--- config.mk ---
export PLATFORM = sky130hd
export DESIGN_NAME = evcap_unit
export DESIGN_NICKNAME = d
export VERILOG_FILES = /design/src/rtl/evcap_pkg.sv /design/src/rtl/evcap_sync_edge.sv /design/src/rtl/evcap_route.sv /design/src/rtl/evcap_channel.sv /design/src/rtl/evcap_unit.sv
export SDC_FILE = /design/constraint.sdc
export NUM_CORES = 1
export LEC_CHECK = 0
export BUFFER_PORTS_ARGS = -buffer_cell sky130_fd_sc_hd__clkbuf_2
export CAP_MARGIN = 20
export CORE_UTILIZATION = 30
export DETAILED_ROUTE_END_ITERATION = 16
export MAX_ROUTING_LAYER = met4
export PLACE_DENSITY = 0.47
export SLEW_MARGIN = 20
export SYNTH_ARGS = -nofsm -noshare
export SYNTH_HDL_FRONTEND = slang
export SYNTH_SLANG_ARGS = --single-unit
--- constraint.sdc ---
create_clock -name clk -period 2.05 [get_ports clk]
set_input_delay 0.41 -clock clk [delete_from_list [all_inputs] [get_ports clk]]
set_output_delay 0.41 -clock clk [all_outputs]
set_load 0.01 [all_outputs]
--- src/rtl/evcap_pkg.sv ---
package evcap_pkg;
   localparam int unsigned EVCAP_CNT_W = 16;
   localparam int unsigned EVCAP_NUM_CH = 4;
   localparam int unsigned EVCAP_NUM_EV = 8;

   // one routed event: a detected edge and its direction (1 = rising)
   typedef struct packed {
      logic hit;
      logic pol;
   } evcap_evt_t;
endpackage

--- src/rtl/evcap_sync_edge.sv ---
module evcap_sync_edge #(
   parameter int unsigned NUM_EV = 8,
   parameter int unsigned STAGES = 2
) (
   input  logic              clk,
   input  logic              rst_n,
   input  logic [NUM_EV-1:0] lines_i,
   output logic [NUM_EV-1:0] edge_o,
   output logic [NUM_EV-1:0] level_o
);
   initial begin
      stages_min_chk : assert (STAGES >= 2)
         else $error("evcap_sync_edge: at least two sync stages needed");
   end

   logic [NUM_EV-1:0] sync_q [STAGES];
   logic [NUM_EV-1:0] prev_q;

   always_ff @(posedge clk or negedge rst_n) begin
      if (!rst_n) begin
         for (int s = 0; s < int'(STAGES); s++) sync_q[s] <= '0;
         prev_q <= '0;
      end else begin
         sync_q[0] <= lines_i;
         for (int s = 1; s < int'(STAGES); s++) sync_q[s] <= sync_q[s-1];
         prev_q <= sync_q[STAGES-1];
      end
   end

   assign level_o = sync_q[STAGES-1];
   assign edge_o  = sync_q[STAGES-1] ^ prev_q;
endmodule

--- src/rtl/evcap_route.sv ---
module evcap_route
   import evcap_pkg::*;
#(
   parameter int unsigned NUM_EV = 8,
   parameter int unsigned NUM_CH = 4,
   localparam int unsigned SEL_W = $clog2(NUM_EV)
) (
   input  logic [SEL_W:0]    sel_i,
   input  logic [NUM_EV-1:0] edge_i,
   input  logic [NUM_EV-1:0] level_i,
   output evcap_evt_t        evt_o [NUM_CH]
);
   initial begin
      ev_pow2_chk : assert (NUM_EV == (1 << SEL_W))
         else $error("evcap_route: line count must be a power of two");
      ch_fit_chk : assert (NUM_CH <= NUM_EV)
         else $error("evcap_route: more channels than lines");
   end

   wire             enable = sel_i[SEL_W];
   wire [SEL_W-1:0] base   = sel_i[SEL_W-1:0];

   for (genvar x = 0; x < int'(NUM_CH); x++) begin : g_ch
      // the index wraps by the natural width of SEL_W bits
      wire [SEL_W-1:0] idx = base + SEL_W'(x);
      assign evt_o[x].hit = enable & edge_i[idx];
      assign evt_o[x].pol = level_i[idx];
   end
endmodule

--- src/rtl/evcap_channel.sv ---
module evcap_channel
   import evcap_pkg::*;
#(
   parameter int unsigned CNT_W = 16
) (
   input  logic             clk,
   input  logic             rst_n,
   input  evcap_evt_t       evt_i,
   input  logic             rd_i,
   input  logic             per_msb_i,
   input  logic [CNT_W-1:0] cnt_i,
   output logic [CNT_W-1:0] data_o,
   output logic             full_o,
   output logic             err_o
);
   initial begin
      cnt_w_chk : assert (CNT_W >= 2)
         else $error("evcap_channel: counter too narrow");
   end

   logic [CNT_W-1:0] stamp;
   logic             take;

   always_comb begin
      stamp = cnt_i;
      if (!per_msb_i) stamp[CNT_W-1] = evt_i.pol;
   end

   assign take = evt_i.hit & (~full_o | rd_i);

   always_ff @(posedge clk or negedge rst_n) begin
      if (!rst_n) begin
         data_o <= '0;
         full_o <= 1'b0;
         err_o  <= 1'b0;
      end else if (take) begin
         data_o <= stamp;
         full_o <= 1'b1;
         err_o  <= 1'b0;
      end else if (evt_i.hit) begin
         err_o  <= 1'b1;
      end else if (rd_i) begin
         full_o <= 1'b0;
         err_o  <= 1'b0;
      end
   end


   fill_sets_full_chk : assert property (@(posedge clk) disable iff (!rst_n)
      (evt_i.hit && !full_o) |=> full_o);

   drop_keeps_data_chk : assert property (@(posedge clk) disable iff (!rst_n)
      (evt_i.hit && full_o && !rd_i) |=> (err_o && $stable(data_o)));

   read_clears_chk : assert property (@(posedge clk) disable iff (!rst_n)
      (rd_i && !evt_i.hit) |=> (!full_o && !err_o));

   pol_tag_chk : assert property (@(posedge clk) disable iff (!rst_n)
      (evt_i.hit && !full_o && !per_msb_i) |=> (data_o[CNT_W-1] == $past(evt_i.pol)));
endmodule

--- src/rtl/evcap_unit.sv ---
module evcap_unit
   import evcap_pkg::*;
#(
   parameter int unsigned CNT_W  = EVCAP_CNT_W,
   parameter int unsigned NUM_CH = EVCAP_NUM_CH,
   parameter int unsigned NUM_EV = EVCAP_NUM_EV,
   localparam int unsigned SEL_W = $clog2(NUM_EV),
   localparam int unsigned CH_W  = (NUM_CH > 1) ? $clog2(NUM_CH) : 1
) (
   input  logic                    clk,
   input  logic                    rst_n,
   input  logic                    period_msb_i,
   input  logic [SEL_W:0]          ev_sel_i,
   input  logic [NUM_EV-1:0]       ev_lines_i,
   input  logic                    rd_en_i,
   input  logic [CH_W-1:0]         rd_ch_i,
   output logic [CNT_W-1:0]        count_o,
   output logic [NUM_CH*CNT_W-1:0] cap_data_o,
   output logic [NUM_CH-1:0]       cap_full_o,
   output logic [NUM_CH-1:0]       cap_err_o
);
   logic [NUM_EV-1:0] edge_w, level_w;
   evcap_evt_t        evt_w [NUM_CH];
   logic [NUM_CH-1:0] hit_w;

   always_ff @(posedge clk or negedge rst_n) begin
      if (!rst_n) count_o <= '0;
      else        count_o <= count_o + CNT_W'(1);
   end

   evcap_sync_edge #(.NUM_EV(NUM_EV), .STAGES(2)) u_sync (
      .clk(clk), .rst_n(rst_n), .lines_i(ev_lines_i),
      .edge_o(edge_w), .level_o(level_w));

   evcap_route #(.NUM_EV(NUM_EV), .NUM_CH(NUM_CH)) u_route (
      .sel_i(ev_sel_i), .edge_i(edge_w), .level_i(level_w), .evt_o(evt_w));

   for (genvar x = 0; x < int'(NUM_CH); x++) begin : g_chan
      assign hit_w[x] = evt_w[x].hit;
      evcap_channel #(.CNT_W(CNT_W)) u_chan (
         .clk(clk), .rst_n(rst_n), .evt_i(evt_w[x]),
         .rd_i(rd_en_i && (rd_ch_i == CH_W'(x))),
         .per_msb_i(period_msb_i), .cnt_i(count_o),
         .data_o(cap_data_o[x*CNT_W +: CNT_W]),
         .full_o(cap_full_o[x]), .err_o(cap_err_o[x]));
   end


   count_step_chk : assert property (@(posedge clk) disable iff (!rst_n)
      1'b1 |=> (count_o == $past(count_o) + CNT_W'(1)));

   no_route_when_off_chk : assert property (@(posedge clk) disable iff (!rst_n)
      !ev_sel_i[SEL_W] |-> (hit_w == '0));
endmodule

==> reports/qor.yml <==
run_status:
  outcome: "complete, but fails checks"
  violations: "negative setup slack"
die:
  start_util_pct: 30.9
  die_y_um: 130
  rows: 46
  core-area_sq_mm: 0.0160
  ios: 106
  die_area_sq_mm: 0.0170
  fp.dieW_um: 130
global_routing:
  grt_max_degree: 56
  grt_usage_pct: 14.1
  grt_pass1_wl_um: 17300
  grt-ovfl-total: 0
  antenna_found_initial: 0
  grt_pass1_vias: 3174
synthesis:
  synth_edf_count: 0
  syn_avg_cell_area_sq_um: 14.1
  yosysTopAreaCell: "dfrtp_1"
  synth_top_area_share_pct: 56.6
  syn-num-nets: 371
  synth_ff_type: "dfrtp_1"
  synth_warnings: 0
  synth_seq_cells: 112
  async_flop_share_pct: 100
  synthTopCellsByArea: "dfrtp_1, mux2_2, buf_4"
  netlist_area_sq_mm: 0.00495
  ys_types: 38
  synth_seq_area_share_pct: 56.6
  synthCells: 350
detailed_routing:
  num_vias: 3101
  wl_per_cell_um: 15.4
  viasPerCell: 4.43
  drc_errors: 0
  dr.pass1.iters: 4
  drt_iter0_drc: 90
  drtAntennaViolNets: 0
  wl_um: 10800
sta:
  fin_ws_ns: -0.00512
  setup_viol: 2
  tns_ns: -0.00528
  fin_crit_sh_pct: 100
  finalHoldViolCount: 0
  rsz0062_at_grt: "true"
  finClkSkew_ns: 0.0112
  fmax_mhz: 487
  worst_pin_slew_ns: 0.339
  slew_headroom_pct: 77.3
  period_minus_slack_ns: 2.06
  finalMaxSlewViolations: 0
clock_network:
  clkTransAtPathRegs_ns: 0.07
  cts_made_buffers: 9
  cts_tree: "done"
  cts.sink_count: 112
  cts_buffer_depth: 2
  cts-root-buf: "clkbuf_16"
  clk_latency_ns: 0.36
  ctsHtreeMaxLevel: 3
cells_and_area:
  fill_cells: 1599
  num_antenna_cells: 0
  nets: 500
  multiInputGateArea_sq_mm: 0.00194
  fin_area_sq_mm: 0.00635
  final-seq-area_sq_mm: 0.00280
  utilization_pct: 39.7
  syn2layout_area_growth_pct: 28.2
  drive_gt1_share_pct: 51.7
pwr:
  switching_share_pct: 28.4
  pwr-share-comb_pct: 23.1
  p_clk_share_pct: 31.1
  share_seq_of_total_power_pct: 45.8
  p_int_uw: 4270
  ir_drop_v: 0.000480
  leakagePower_uw: 0.00314
  cellPowerDensity_mw_per_mm2: 940
  p_sw_uw: 1690
worst_setup_path:
  criticalPathCategory: "reg -> reg"
  worstPathRequired_ns: 2.29
  reg2reg_slack_ns: -0.005
  crit_path_start_kind: "register"
  critPathCaptureType: "register"
  worstPathArrival_ns: 2.30
  critPathMaxFanout: 15
job:
  cap_violations: 0
place:
  numPortBuffers: 105
  gp_congestion: 0.859
  dp_hpwl_um: 8050
  place_area_sq_mm: 0.00596
min_path:
  hp-class: "in -> reg"
worst max-delay path, cell delays in order, from the launching register on:
cell	delay (ns)
dfrtp_1	0.42
xor2_1	0.18
mux4_2	0.53
a32oi_4	0.26
buf_12	0.20
mux2_2	0.34
metal layers:
layer | vias up | GRT usage (%) | part of all wire, %
li1 | 1466 | - | -
met3 | 13 | 2.89 | 4.8
met5 | - | - | 0
met2 | 76 | 20.3 | 46
met1 | 1546 | 18.9 | 48
met4 | 0 | 6.49 | 2.0
area by class of cell:
type,instances,area share (%)
repair buffers,155,15.5
flip-flops and latches,112,44.2
clock inverters,6,1.38
clock buffers,10,3.77
inverters,6,0.473
multi-input cells,195,30.5
well taps,216,4.26
flip-flops by register name (all words and copies together), names as in the netlist:
register / cells
u_sync.level_o: 8
u_sync.prev_q: 8
u_sync.sync_q: 8
count_o: 16
g_chan.u_chan.full_o: 4
g_chan.u_chan.data_o: 64
g_chan.u_chan.err_o: 4
cell usage in the layout (no fill, tap or decap), types with 2 or more instances in the layout:
cell	instances
mux2_4	16
clkbuf_2	104
nand2b_1	4
a31oi_1	2
o211ai_1	2
buf_12	6
nand4_1	2
nand2_1	24
nor3_1	3
and3_1	2
xor2_1	15
dfrtp_1	112
o21ai_0	6
ha_1	2
clkinv_8	2
mux4_2	8
xnor2_1	13
clkbuf_16	9
mux2_2	47
buf_4	44
mux4_1	4
mux2i_1	11
nand3_1	11
nor2_1	5
inv_1	5
a21oi_1	3
nor2b_1	2
logic make-up (layout without fill, tap and decap cells):
family,count (synthesis),count (layout),share of synthesized area [%]
DFF,112,112,56.6
muxes,87,87,23.3
and+or+nand+nor,57,57,5.64
buffers and inverters,43,177,5.61
xor gates and xnor gates,29,29,5.13
AOI/OAI and AO/OA,19,19,2.93
adders and majority gates,3,3,0.759
synthesized netlist by cell type, types with 2 or more instances:
cell type,instances
a21oi_1,3
a31oi_1,2
and3_1,2
buf_2,3
buf_4,26
buf_6,2
clkbuf_1,6
dfrtp_1,112
ha_1,3
inv_1,5
mux2_2,52
mux2_4,10
mux2i_1,12
mux4_1,4
mux4_2,8
nand2_1,24
nand2b_1,4
nand3_1,11
nand4_1,2
nor2_1,5
nor2b_1,2
nor3_1,3
o211ai_1,2
o21ai_0,6
xnor2_1,13
xor2_1,16
power groups by stage:
stage / Combinational, uW / Clock, uW / Sequential, uW
after floorplan: 702 / 0 / 2860
after global placement: 1360 / 0 / 2770
after detailed placement: 1380 / 0 / 2780
after CTS: 1380 / 1930 / 2740
after global routing: 1510 / 2020 / 2780
final: 1380 / 1850 / 2730
what timing repair did:
item	in CTS	in global routing
endpoints found under the setup margin	9	55
gates resized for setup	0	5
setup buffers	1	2
hold buffers	1	0
pin swaps	0	0
endpoints found under the hold margin	20	0
path summary, 6_finish.rpt:
| check | start | to | cells past startpoint |
|---|---|---|---|
| min reg2reg | u_sync.sync_q[10] | u_sync.level_o[2] | 0 |
| max in group asynchronous | rst_n | g_chan[3].u_chan.data_o[7] | 3 |
| min in group asynchronous | rst_n | g_chan[1].u_chan.data_o[3] | 2 |
| max | u_sync.level_o[5] | g_chan[0].u_chan.data_o[4] | 5 |
| min | ev_lines_i[3] | u_sync.sync_q[11] | 1 |
| max reg2reg | u_sync.level_o[5] | g_chan[0].u_chan.data_o[4] | 5 |
per-stage QoR:
stage / std cells / hold WS, ns / total power, uW / worst slack (ns)
2_1_floorplan: 350 / 0.114 / 3560 / -0.137
5_1_grt: 700 / 0.145 / 6310 / -0.0640
3_3_place_gp: 680 / 0.324 / 4120 / -0.197
3_5_place_dp: 680 / 0.328 / 4150 / -0.237
4_1_cts: 698 / 0.139 / 6050 / -0.0149
6_report: 700 / 0.159 / 5960 / -0.00512
No activity file was read; power rests on OpenSTA's default activity.
